### src/rtl/rr_sel_pkg.sv
package rr_sel_pkg;

    localparam int unsigned MAX_UNITS = 64;

    typedef logic [MAX_UNITS-1:0] umask_t;

    // State of the rotation for one group
    typedef struct packed {
        umask_t cand;
        umask_t early;
    } rot_t;

    // Isolate the most significant set bit of a mask
    function automatic umask_t top_bit(input umask_t m);
        umask_t r;
        r = '0;
        for (int i = 0; i < int'(MAX_UNITS); i++) begin
            if (m[i]) begin
                r = '0;
                r[i] = 1'b1;
            end
        end
        return r;
    endfunction

    // Reload an exhausted round, leaving out early removals
    function automatic rot_t reload(input umask_t member, input rot_t s);
        rot_t r;
        r = s;
        if (s.cand == '0) begin
            r.cand  = member ^ s.early;
            r.early = '0;
        end
        return r;
    endfunction

endpackage

### src/rtl/rr_pick.sv
module rr_pick
    import rr_sel_pkg::*;
#(
    parameter int unsigned N_UNITS = 4
) (
    input  logic [N_UNITS-1:0] member,
    input  logic [N_UNITS-1:0] ready,
    input  logic [N_UNITS-1:0] cand_in,
    input  logic [N_UNITS-1:0] early_in,
    output logic [N_UNITS-1:0] pick,
    output logic [N_UNITS-1:0] cand_out,
    output logic [N_UNITS-1:0] early_out
);
    // Enough steps to drain the round, reload, and drain once more
    localparam int unsigned STEPS = 2 * N_UNITS + 2;

    rot_t   st;
    umask_t hd;
    umask_t rdy_w;
    umask_t mem_w;
    umask_t found_m;
    logic   found;

    always_comb begin
        mem_w    = umask_t'(member);
        rdy_w    = umask_t'(ready);
        st.cand  = umask_t'(cand_in);
        st.early = umask_t'(early_in);
        found    = 1'b0;
        found_m  = '0;
        hd       = '0;
        for (int s = 0; s < int'(STEPS); s++) begin
            if (!found) begin
                st = reload(mem_w, st);
                hd = top_bit(st.cand);
                if ((hd & rdy_w) != '0) begin
                    found   = 1'b1;
                    found_m = hd;
                end else begin
                    st.cand = st.cand & ~hd;
                end
            end
        end
        pick      = found_m[N_UNITS-1:0];
        cand_out  = st.cand[N_UNITS-1:0];
        early_out = st.early[N_UNITS-1:0];
    end

endmodule

### src/rtl/rr_retire.sv
module rr_retire
    import rr_sel_pkg::*;
#(
    parameter int unsigned N_UNITS = 4
) (
    input  logic [N_UNITS-1:0] member,
    input  logic               en,
    input  logic [N_UNITS-1:0] id,
    input  logic [N_UNITS-1:0] cand_in,
    input  logic [N_UNITS-1:0] early_in,
    output logic [N_UNITS-1:0] cand_out,
    output logic [N_UNITS-1:0] early_out
);
    rot_t   st;
    umask_t hd;
    umask_t id_w;

    always_comb begin
        st.cand  = umask_t'(cand_in);
        st.early = umask_t'(early_in);
        id_w     = umask_t'(id & member);
        hd       = top_bit(st.cand);
        if (en && id_w != '0) begin
            if (id_w > hd) begin
                st.early = st.early | id_w;
            end
            st.cand = st.cand & ~id_w;
            st = reload(umask_t'(member), st);
        end
        cand_out  = st.cand[N_UNITS-1:0];
        early_out = st.early[N_UNITS-1:0];
    end

endmodule

### src/rtl/rr_ready_upd.sv
module rr_ready_upd #(
    parameter int unsigned N_UNITS = 4
) (
    input  logic [N_UNITS-1:0] member,
    input  logic [N_UNITS-1:0] ready_in,
    input  logic               rel_en,
    input  logic [N_UNITS-1:0] rel_id,
    input  logic               use_en,
    input  logic [N_UNITS-1:0] use_id,
    output logic [N_UNITS-1:0] ready_out
);
    logic [N_UNITS-1:0] after_rel;

    // Release first, then use
    always_comb begin
        after_rel = ready_in | (rel_en ? (rel_id & member) : '0);
        ready_out = after_rel & ~(use_en ? use_id : '0);
    end

endmodule

### src/rtl/rr_unit_selector.sv
module rr_unit_selector #(
    parameter int unsigned          N_UNITS = 4,
    parameter logic [N_UNITS-1:0]   MEMBER  = '1
) (
    input  logic               clk,
    input  logic               rst,
    input  logic               sel_req,
    output logic [N_UNITS-1:0] sel_id,
    input  logic               use_req,
    input  logic [N_UNITS-1:0] use_id,
    input  logic               rel_req,
    input  logic [N_UNITS-1:0] rel_id,
    output logic [N_UNITS-1:0] ready_mask,
    output logic               busy_all
);
    logic [N_UNITS-1:0] ready_q, cand_q, early_q;
    logic [N_UNITS-1:0] pick_w, pcand_w, pearly_w;
    logic [N_UNITS-1:0] scand_w, searly_w;
    logic [N_UNITS-1:0] ncand_w, nearly_w, nready_w;

    rr_pick #(.N_UNITS(N_UNITS)) u_pick (
        .member   (MEMBER),
        .ready    (ready_q),
        .cand_in  (cand_q),
        .early_in (early_q),
        .pick     (pick_w),
        .cand_out (pcand_w),
        .early_out(pearly_w)
    );

    // A select only advances the round when it is requested
    always_comb begin
        scand_w  = sel_req ? pcand_w  : cand_q;
        searly_w = sel_req ? pearly_w : early_q;
    end

    rr_retire #(.N_UNITS(N_UNITS)) u_retire (
        .member   (MEMBER),
        .en       (use_req),
        .id       (use_id),
        .cand_in  (scand_w),
        .early_in (searly_w),
        .cand_out (ncand_w),
        .early_out(nearly_w)
    );

    rr_ready_upd #(.N_UNITS(N_UNITS)) u_ready (
        .member   (MEMBER),
        .ready_in (ready_q),
        .rel_en   (rel_req),
        .rel_id   (rel_id),
        .use_en   (use_req),
        .use_id   (use_id),
        .ready_out(nready_w)
    );

    always_ff @(posedge clk) begin
        if (rst) begin
            ready_q <= MEMBER;
            cand_q  <= MEMBER;
            early_q <= '0;
        end else begin
            ready_q <= nready_w;
            cand_q  <= ncand_w;
            early_q <= nearly_w;
        end
    end

    assign sel_id     = sel_req ? pick_w : '0;
    assign ready_mask = ready_q;
    assign busy_all   = ((ready_q & MEMBER) == '0);

endmodule

### config.mk
export PLATFORM = sky130hd
export DESIGN_NAME = rr_unit_selector
export DESIGN_NICKNAME = d
export VERILOG_FILES = /design/src/rtl/rr_sel_pkg.sv /design/src/rtl/rr_pick.sv /design/src/rtl/rr_retire.sv /design/src/rtl/rr_ready_upd.sv /design/src/rtl/rr_unit_selector.sv
export SDC_FILE = /design/constraint.sdc
export NUM_CORES = 1
export LEC_CHECK = 0
export ABC_AREA = 1
export CORE_ASPECT_RATIO = 0.75
export CORE_MARGIN = 8
export CORE_UTILIZATION = 25
export CTS_CLUSTER_SIZE = 25
export DETAILED_ROUTE_END_ITERATION = 10
export DONT_BUFFER_PORTS = 1
export GPL_ROUTABILITY_DRIVEN = 0
export PLACE_DENSITY = 0.45
export SYNTH_ARGS = -nofsm -noshare
export SYNTH_HDL_FRONTEND = slang
export SYNTH_HIERARCHICAL = 1
export SYNTH_SLANG_ARGS = --single-unit
### constraint.sdc
create_clock -name clk -period 21.2 [get_ports clk]
set_input_delay 2.12 -clock clk [delete_from_list [all_inputs] [get_ports clk]]
set_output_delay 2.12 -clock clk [all_outputs]
set_load 0.05 [all_outputs]
==> run metrics, run 1 <==
outcome=finished clean; vias per std cell=approximately 4.2; H-tree levels=1; multi-input combinational cell area=around 2900 µm²; TritonCTS buffer count=3; Final Cycle Share=0.581; Arr. time, crit path=just over 10000 ps; Synth area leader=nand2_1; post-synthesis compound-gate area fraction=0.0866; Setup crit end kind=primary output; CP startpoint kind=flip-flop; first-pass GRT wire length=~16000 µm; Setup Viol. Count Final=0; Synth area leaders=nand2_1 (15%), inv_1 (10%), nand2_2 (10%); I/O pins=22; RSZ-0062 raised after global routing=no; average cell area after synthesis=5.79 µm²; top-area cell type share of the netlist area=0.146; Ys Warns=6; clk buf depth=2; Post-Synth Adder-Cell Area=0.0174; Detail Placement HPWL=7840 µm; register area share after synthesis=0.0668; Max Cap Viol=0; commonest cells in the synthesized netlist=nand2_1 (140), inv_1 (100), nand2_2 (58), nand3_1 (54), nor2_1 (50); met2 wire length=about 3400 µm; TritonRoute pass-1 iters=5; maximum fanout along the worst path=11; pin count of the biggest net entering global routing=21; DRT iter0 DRCs=174; Clock Skew=3.60 ps; post-synthesis xor/xnor area fraction=0.0535; CTS tree=yes; Setup CP Type=reg2out; area grow syn2layout=9.32%; CTS root buf=clkbuf_16; Final Max Tran Viols=0; CTS sink cnt=12; CP required=roughly 19000 ps; average wire per standard cell=11.3 µm; ANT cells=0; relative slew slack=0.389; Worst path slowest cell=dfxtp_1; Sequential Area=roughly 240 µm²; WL met3=around 390 µm; Synth Cell Area=3600 µm²; Async S/R FF share, synth=0; Primary FF master, synth=dfxtp_1; Hold Path Class=reg2reg; die area=18500 µm²; #FFs+latches synth=12; Core ar.=around 14000 µm²; post-cts sizing count=0; mux cell area share after synthesis=0; die width=approximately 150 µm; endpoints failing hold=0; Post-CTS Hold Fix Bufs=0; DR DRC count=0; Post-DRT Antenna Nets=0; I/O Buffers=0; Starting Density=0.252; setup TNS=0 ps; gate count of the mapped netlist=a little over 600; largest family of logic cells by synthesized area=simple AND/OR/NAND/NOR gates; crit path time final=between 10000 and 15000 ps; total number of vias=between 3000 and 4000; post-synthesis simple-gate area fraction=0.616; Total Routed Length=approximately 9300 µm; Die Y=roughly 120 µm; Post-synth EDFFs=0; layout cell share with drive strength beyond 1=0.244; Nets=about 670; fmax=between 80 and 90 MHz; GRT overflow=0; vias in the first global route=3306; final cell count without fillers=about 830; max layer used=met4; Post-CTS Setup Bufs=0; clock slew seen by the registers of the worst setup and hold paths=approximately 40 ps; Distinct cells, synth=46; Fillers=around 1600; # rows=38; CP peak stage delay=650 ps; clock latency on the worst-skew pair=between 200 and 250 ps; GR Util All Layers=0.103; Cells after DPL=824; met1 WL=between 5000 and 6000 µm; most frequent cell after synthesis=nand2_1; initial antenna violation count=0; worst-margin pin slew=913 ps
## critical path: cells and delay by family (launching register included)
family	cells	cell delay (ps)
AO/OA/AOI/OAI	4	1090
flip-flops	1	650
AND/OR/NAND/NOR	66	7150
buffers and inverters	7	1040
## final cells by class
cell class,instances,share of cell area
Multi-Input combinational cell,505,0.735
Inverter,123,0.120
Sequential cell,12,0.0611
Tap cell,180,0.0573
Clock buffer,3,0.0191
Timing Repair Buffer,4,0.00763
## metal layers
layer  global-route usage  up-vias
li1                     -     1970
met1                0.161     1483
met2                0.149       47
met3               0.0158        2
met4              0.00549        0
met5                    0        -
## placed cells by master (no fill, tap or decap), types with 8 or more instances in the layout
cell     instances
nor2_1          50
nand2_1        140
nor2_4          12
nand2_2         58
or2_1            8
nand3_2         18
dfxtp_1         12
o21ai_1         12
conb_1          29
xor2_1          21
a21oi_1         15
nor2_2          17
inv_2           13
inv_1          100
nand4_1         16
nand3_1         54
## worst paths after layout
check | slack [ps] | depth (start not counted) | start | to
min | 800 | 5 | cand_q[0] | cand_q[0]
min reg2reg | 800 | 5 | cand_q[0] | cand_q[0]
max reg2reg | 9700 | 91 | ready_mask[1] | cand_q[2]
max | 8890 | 77 | ready_mask[1] | sel_id[0]
## flip-flops by register name (all words and copies together) (netlist names)
name / flops
early_q: 4
cand_q: 4
ready_mask: 4
## metrics by stage
stage	util	setup WS, ps	area [µm²]	hold WS (ps)
3_5_place_dp	0.271	9100	3860	812
4_1_cts	0.276	8820	3930	816
6_report	0.276	8890	3930	801
2_1_floorplan	-	10730	3700	694
5_1_grt	0.276	7620	3930	874
3_3_place_gp	0.271	8980	3860	802
## logic make-up (layout without fill, tap and decap cells)
logic type,Yosys count,after routing
compound gates,50,50
xor+xnor,22,22
fa+ha+maj,5,5
buf+inv,132,130
flops,12,12
other cells,1,29
simple gates,399,399
Power of run 1 is left out: the tool's default activity adds up to more than one toggle a clock period on the data nets, which glitch-free logic cannot reach.
==> run 2, diff against run 1 <==
--- a/config.mk
+++ b/config.mk
@@ -5,7 +5,7 @@
 export SDC_FILE = /design/constraint.sdc
 export NUM_CORES = 1
 export LEC_CHECK = 0
-export ABC_AREA = 1
+export ABC_AREA = 0
 export CORE_ASPECT_RATIO = 0.75
 export CORE_MARGIN = 8
 export CORE_UTILIZATION = 25
@@ -13,7 +13,7 @@
 export DETAILED_ROUTE_END_ITERATION = 10
 export DONT_BUFFER_PORTS = 1
 export GPL_ROUTABILITY_DRIVEN = 0
-export PLACE_DENSITY = 0.45
+export PLACE_DENSITY = 0.47
 export SYNTH_ARGS = -nofsm -noshare
 export SYNTH_HDL_FRONTEND = slang
 export SYNTH_HIERARCHICAL = 1
==> constraint.sdc (replaced) <==
create_clock -name clk -period 11.3 [get_ports clk]
set_input_delay 1.13 -clock clk [delete_from_list [all_inputs] [get_ports clk]]
set_output_delay 1.13 -clock clk [all_outputs]
set_load 0.05 [all_outputs]
==> run metrics, run 2 <==
initial antenna violation count=0; Nets=541; Ys Warns=6; vias per std cell=5.85; Setup crit end kind=primary output; GRT overflow=0; vias in the first global route=~3800; outcome=finished clean; H-tree levels=1; register area share after synthesis=0.0636; Total Routed Length=~13000 µm; commonest cells in the synthesized netlist=nand2_1 (38), a21oi_1 (35), nor2_1 (28), a31oi_1 (27); setup TNS=0 ps; Synth Cell Area=between 3000 and 4000 µm²; Post-CTS Hold Fix Bufs=0; final cell count without fillers=between 700 and 800; top-area cell type share of the netlist area=0.0636; Distinct cells, synth=slightly below 100; Core ar.=between 10000 and 15000 µm²; commonest cells after routing, fill and taps aside=nand2_1 (38), a21oi_1 (35), conb_1 (31); Arr. time, crit path=9470 ps; CTS root buf=clkbuf_16; Detail Placement HPWL=10100 µm; Primary FF master, synth=dfxtp_1; Final Max Tran Viols=0; die area=19300 µm²; Final Cell Area=just over 4000 µm²; relative slew slack=0.482; Synth area leader=dfxtp_1; clock slew seen by the registers of the worst setup and hold paths=about 40 ps; maximum fanout along the worst path=23; average cell area after synthesis=approximately 7.4 µm²; power per cell area=approximately 290 nW/µm²; CP startpoint kind=flip-flop; Max Cap Viol=0; Setup Viol. Count Final=0; fmax=94.4 MHz; CTS tree=yes; ANT cells=0; Post-synth EDFFs=0; Clock Skew=between 3 and 4 ps; endpoints failing hold=0; clk buf depth=2; TritonCTS buffer count=3; CP required=a little over 10000 ps; maximum vdd drop=just over 0.09 mV; average wire per standard cell=about 17 µm; Fillers=1672; crit path time final=10600 ps; #FFs+latches synth=12; LEAKAGE=1.42 nW; area grow syn2layout=7.95%; Starting Density=0.252; Cells after DPL=slightly above 700; Hold Path Class=reg2reg; Post-DRT Antenna Nets=0; DRT iter0 DRCs=approximately 510; I/O Buffers=0; pin count of the biggest net entering global routing=24; Async S/R FF share, synth=0; clock latency on the worst-skew pair=about 240 ps; PnR worst setup slack=slightly above 700 ps; die width=about 160 µm; Synth area leaders=dfxtp_1 (6.4%), a21oi_1 (4.6%), a31oi_1 (4.5%); I/O pins=22; most common cell after layout, fill and taps aside=nand2_1; TritonRoute pass-1 iters=5; placed cell area=approximately 4000 µm²; CTS sink cnt=12; post-cts sizing count=0; worst-margin pin slew=between 700 and 800 ps; Die Y=122 µm; DR DRC count=0; RSZ-0062 raised after global routing=no; first-pass GRT wire length=around 20000 µm; Setup CP Type=reg2out; pre-CTS setup slack=slightly below 1000 ps; Post-CTS Setup Bufs=0; Final Cycle Share=0.938; most frequent cell after synthesis=nand2_1; # rows=39; GR Util All Layers=0.127; layout cell share with drive strength beyond 1=0.144; total number of vias=between 4000 and 5000; gate count of the mapped netlist=about 500
-- run 2: critical path: stages (launching register included) --
cell and delay [ps]:
dfxtp_1 300, buf_4 360, clkinv_1 450, or3_1 600, a31o_1 300, o211ai_2 320
o311a_2 350, o41ai_1 140, o21a_1 310, a2111oi_4 770, a21o_1 220, a31oi_1 140
or2_1 380, a31o_1 290, a311o_1 390, a211oi_1 320, a22o_1 450, o211ai_1 200
o31ai_2 390, o221ai_1 280, a221oi_1 500, nor4_1 160, o31a_1 290, a41oi_1 200
o21bai_2 190, nand2_1 110, nor4_1 360, and2_2 410
-- run 2: through the flow --
| step | hold WS (ps) | total power [mW] | util |
|---|---|---|---|
| 6_report | 952 | 1.17 | 0.272 |
| 3_5_place_dp | 956 | 1.07 | 0.267 |
| 4_1_cts | 959 | 1.14 | 0.272 |
| 2_1_floorplan | 664 | 0.909 | - |
| 5_1_grt | 955 | 1.26 | 0.272 |
| 3_3_place_gp | 955 | 1.07 | 0.267 |
-- run 2: power breakdown --
part / switching, mW / total, mW / leakage [nW] / internal, mW
clock: 0.0174 / 0.0634 / 0.0370 / 0.0460
combinational: 0.656 / 1.01 / 1.29 / 0.358
sequential: 0.0372 / 0.0886 / 0.0990 / 0.0514
-- run 2: area by class of cell --
| cell class | count | area, µm² | share of cell area |
|---|---|---|---|
| Clock buffer | 3 | 75.1 | 0.0184 |
| Multi-Input combinational cell | 483 | 3400 | 0.833 |
| Inverter | 17 | 63.8 | 0.0156 |
| Sequential cell | 12 | 240 | 0.0589 |
| Tap cell | 205 | 256 | 0.0629 |
| Timing Repair Buffer | 6 | 45.0 | 0.0110 |
-- run 2: per-layer routing --
layer | track usage | up-vias | share of wire
li1 | - | 2019 | -
met1 | 0.197 | 2000 | 0.51
met2 | 0.182 | 220 | 0.40
met3 | 0.0204 | 8 | 0.085
met4 | 0.0118 | 0 | 0.0048
met5 | 0 | - | 0
-- run 2: final timing paths --
kind / to / slack, ps / from / cells past startpoint
setup / recovery: sel_id[0] / 700 / ready_mask[0] / 27
hold / removal: ready_mask[3] / 950 / ready_mask[3] / 4
setup reg to reg: cand_q[1] / 710 / ready_mask[0] / 34
hold reg to reg: ready_mask[3] / 950 / ready_mask[3] / 4
-- run 2: logic make-up (layout without fill, tap and decap cells) --
kind of cell | count (synthesis) | count (layout) | share of synthesized area
AOI/OAI and AO/OA | 238 | 238 | 0.499
muxes | 10 | 10 | 0.0354
and+or+nand+nor | 177 | 177 | 0.263
DFF | 12 | 12 | 0.0636
xor gates and xnor gates | 22 | 22 | 0.0530
adders and majority gates | 5 | 5 | 0.0166
buffers and inverters | 47 | 26 | 0.0686
other | 1 | 31 | 0.000993
Note: power is estimated with default switching activity, not from simulation.
==> run 3, diff against run 2 <==
--- a/config.mk
+++ b/config.mk
@@ -7,13 +7,13 @@
 export LEC_CHECK = 0
 export ABC_AREA = 0
 export CORE_ASPECT_RATIO = 0.75
-export CORE_MARGIN = 8
+export CORE_MARGIN = 2
 export CORE_UTILIZATION = 25
 export CTS_CLUSTER_SIZE = 25
 export DETAILED_ROUTE_END_ITERATION = 10
 export DONT_BUFFER_PORTS = 1
 export GPL_ROUTABILITY_DRIVEN = 0
-export PLACE_DENSITY = 0.47
+export PLACE_DENSITY_LB_ADDON = 0.2
 export SYNTH_ARGS = -nofsm -noshare
 export SYNTH_HDL_FRONTEND = slang
 export SYNTH_HIERARCHICAL = 1
==> run metrics, run 3 (synthesized netlist as in run 2, its figures left out) <==
I/O pins=22; Die Y=between 100 and 150 µm; outcome=finished clean; maximum vdd drop=approximately 0.09 mV; power per cell area=around 290 nW/µm²; reg2reg setup slack=740 ps; initial antenna violation count=0; CP startpoint kind=flip-flop; DR DRC count=0; clock latency on the worst-skew pair=~240 ps; P_int=between 400 and 500 µW; Total Routed Length=between 10000 and 15000 µm; TritonCTS buffer count=3; die width=around 150 µm; most used cell, CP=a31o_1; Setup CP Type=reg2reg; Starting Density=0.259; total number of vias=between 4000 and 5000; CTS sink cnt=12; Endpoint, Worst Hold=early_q[0]; Post-DRT Antenna Nets=0; CTS tree=yes; TritonRoute pass-1 iters=5; endpoints failing hold=0; commonest cells after routing, fill and taps aside=nand2_1 (38), a21oi_1 (35), conb_1 (31); most common cell after layout, fill and taps aside=nand2_1; Max Cap Viol=0; met2 wire length=5020 µm; setup TNS=0 ps; layout cell share with drive strength beyond 1=0.147; area grow syn2layout=8.35%; crit path time final=10560 ps; I/O Buffers=0; fmax=about 95 MHz; average wire per standard cell=around 18 µm; sw frac=0.606; worst-margin pin slew=828 ps; CP required=11430 ps; Hold Crit Start=early_q[0]; Setup Viol. Count Final=0; vias per std cell=slightly below 6; Final Cell Area=a little over 4000 µm²; Nets=542; Clock Skew=roughly 2.2 ps; WL met3=a little over 1000 µm; met1 WL=just under 7000 µm; Detail Placement HPWL=10200 µm; Clk pwr share=0.062; Final Max Tran Viols=0; clk buf depth=2; reg2reg start=early_q[2]; hold depth=3; GRT overflow=0; CP peak stage delay=a little under 800 ps; die area=16100 µm²; total power=~1.2 mW; Hold Path Class=reg2reg; CTS root buf=clkbuf_16; H-tree levels=1; Core ar.=between 10000 and 15000 µm²; placed cell area=approximately 4000 µm²; capture point of the worst reg-to-reg path=cand_q[2]; RSZ-0062 raised after global routing=no; vias in the first global route=~3800; Sequential Area=around 240 µm²; pin count of the biggest net entering global routing=23; P_sw=~710 µW; Arr. time, crit path=10690 ps; Core Util, Final=0.280; GR Util All Layers=0.155; clock slew seen by the registers of the worst setup and hold paths=roughly 40 ps; Post-CTS Hold Fix Bufs=0; multi-input combinational cell area=between 3000 and 4000 µm²; relative slew slack=0.444; max layer used=met4; Worst path slowest cell=a2111oi_4; Fillers=1615; DRT iter0 DRCs=467; combinational share of power=0.864; post-cts sizing count=0; LEAKAGE=approximately 1.4 nW; Post-CTS Setup Bufs=0; Setup crit end kind=flip-flop; first-pass GRT wire length=21000 µm; maximum fanout along the worst path=13; # rows=38; ANT cells=0; worst reg2reg path depth=34; share of power burned in registers=0.074; Final Cycle Share=0.935
==> run 3: changes by cell type in the layout (fill, tap and decap cells not counted) <==
cell and delta:
buf_4 +1, clkbuf_8 +1
==> run 3: worst max-delay path by stage <==
stage	startpoint	to	slack, ps	cells after the start
2_1_floorplan	ready_mask[0]	cand_q[1]	2470	35
3_3_place_gp	early_q[2]	cand_q[1]	960	34
3_5_place_dp	early_q[2]	cand_q[2]	980	34
4_1_cts	early_q[2]	cand_q[2]	940	33
5_1_grt	cand_q[2]	cand_q[2]	40	33
6_report	early_q[2]	cand_q[2]	740	34
==> run 3: area by class of cell <==
type                       count  area share
inverter                      17      0.0156
multi-input combinational    483       0.830
tap                          200      0.0611
clock buffer                   4      0.0217
sequential                    12      0.0587
timing repair buffer           7      0.0128
==> run 3: routing by layer <==
metal  up-vias  track usage
met2       188        0.208
met5         -            0
met1      2008        0.255
met3        14       0.0207
met4         0       0.0229
li1       2035            -
==> run 3: power by group through the flow <==
stage	combinational, mW	clock [mW]	sequential, mW
CTS	0.989	0.0740	0.0871
detailed placement	0.984	0	0.0879
floorplan	0.846	0	0.0635
global route	1.11	0.0753	0.0896
finish	1.02	0.0724	0.0870
global placement	0.999	0	0.0873
==> run 3: worst max-delay path, delay by kind of cell, from the launching register on <==
kind / cells / cell delay, ps
AO/OA/AOI/OAI: 23 / 7190
AND/OR/NAND/NOR: 8 / 1960
flip-flops: 1 / 590
multiplexers: 1 / 300
XOR/XNOR: 1 / 220
adder cells (fa/ha/maj): 1 / 180
==> run 3: metrics by stage <==
stage                     worst slack [ps]  hold slack (ps)  cells
final                                  740              943    723
after global routing                  37.9              952    723
after detailed placement               980              964    719
after global placement                 964              939    719
after CTS                              942              954    723
after floorplan                       2470              664    542
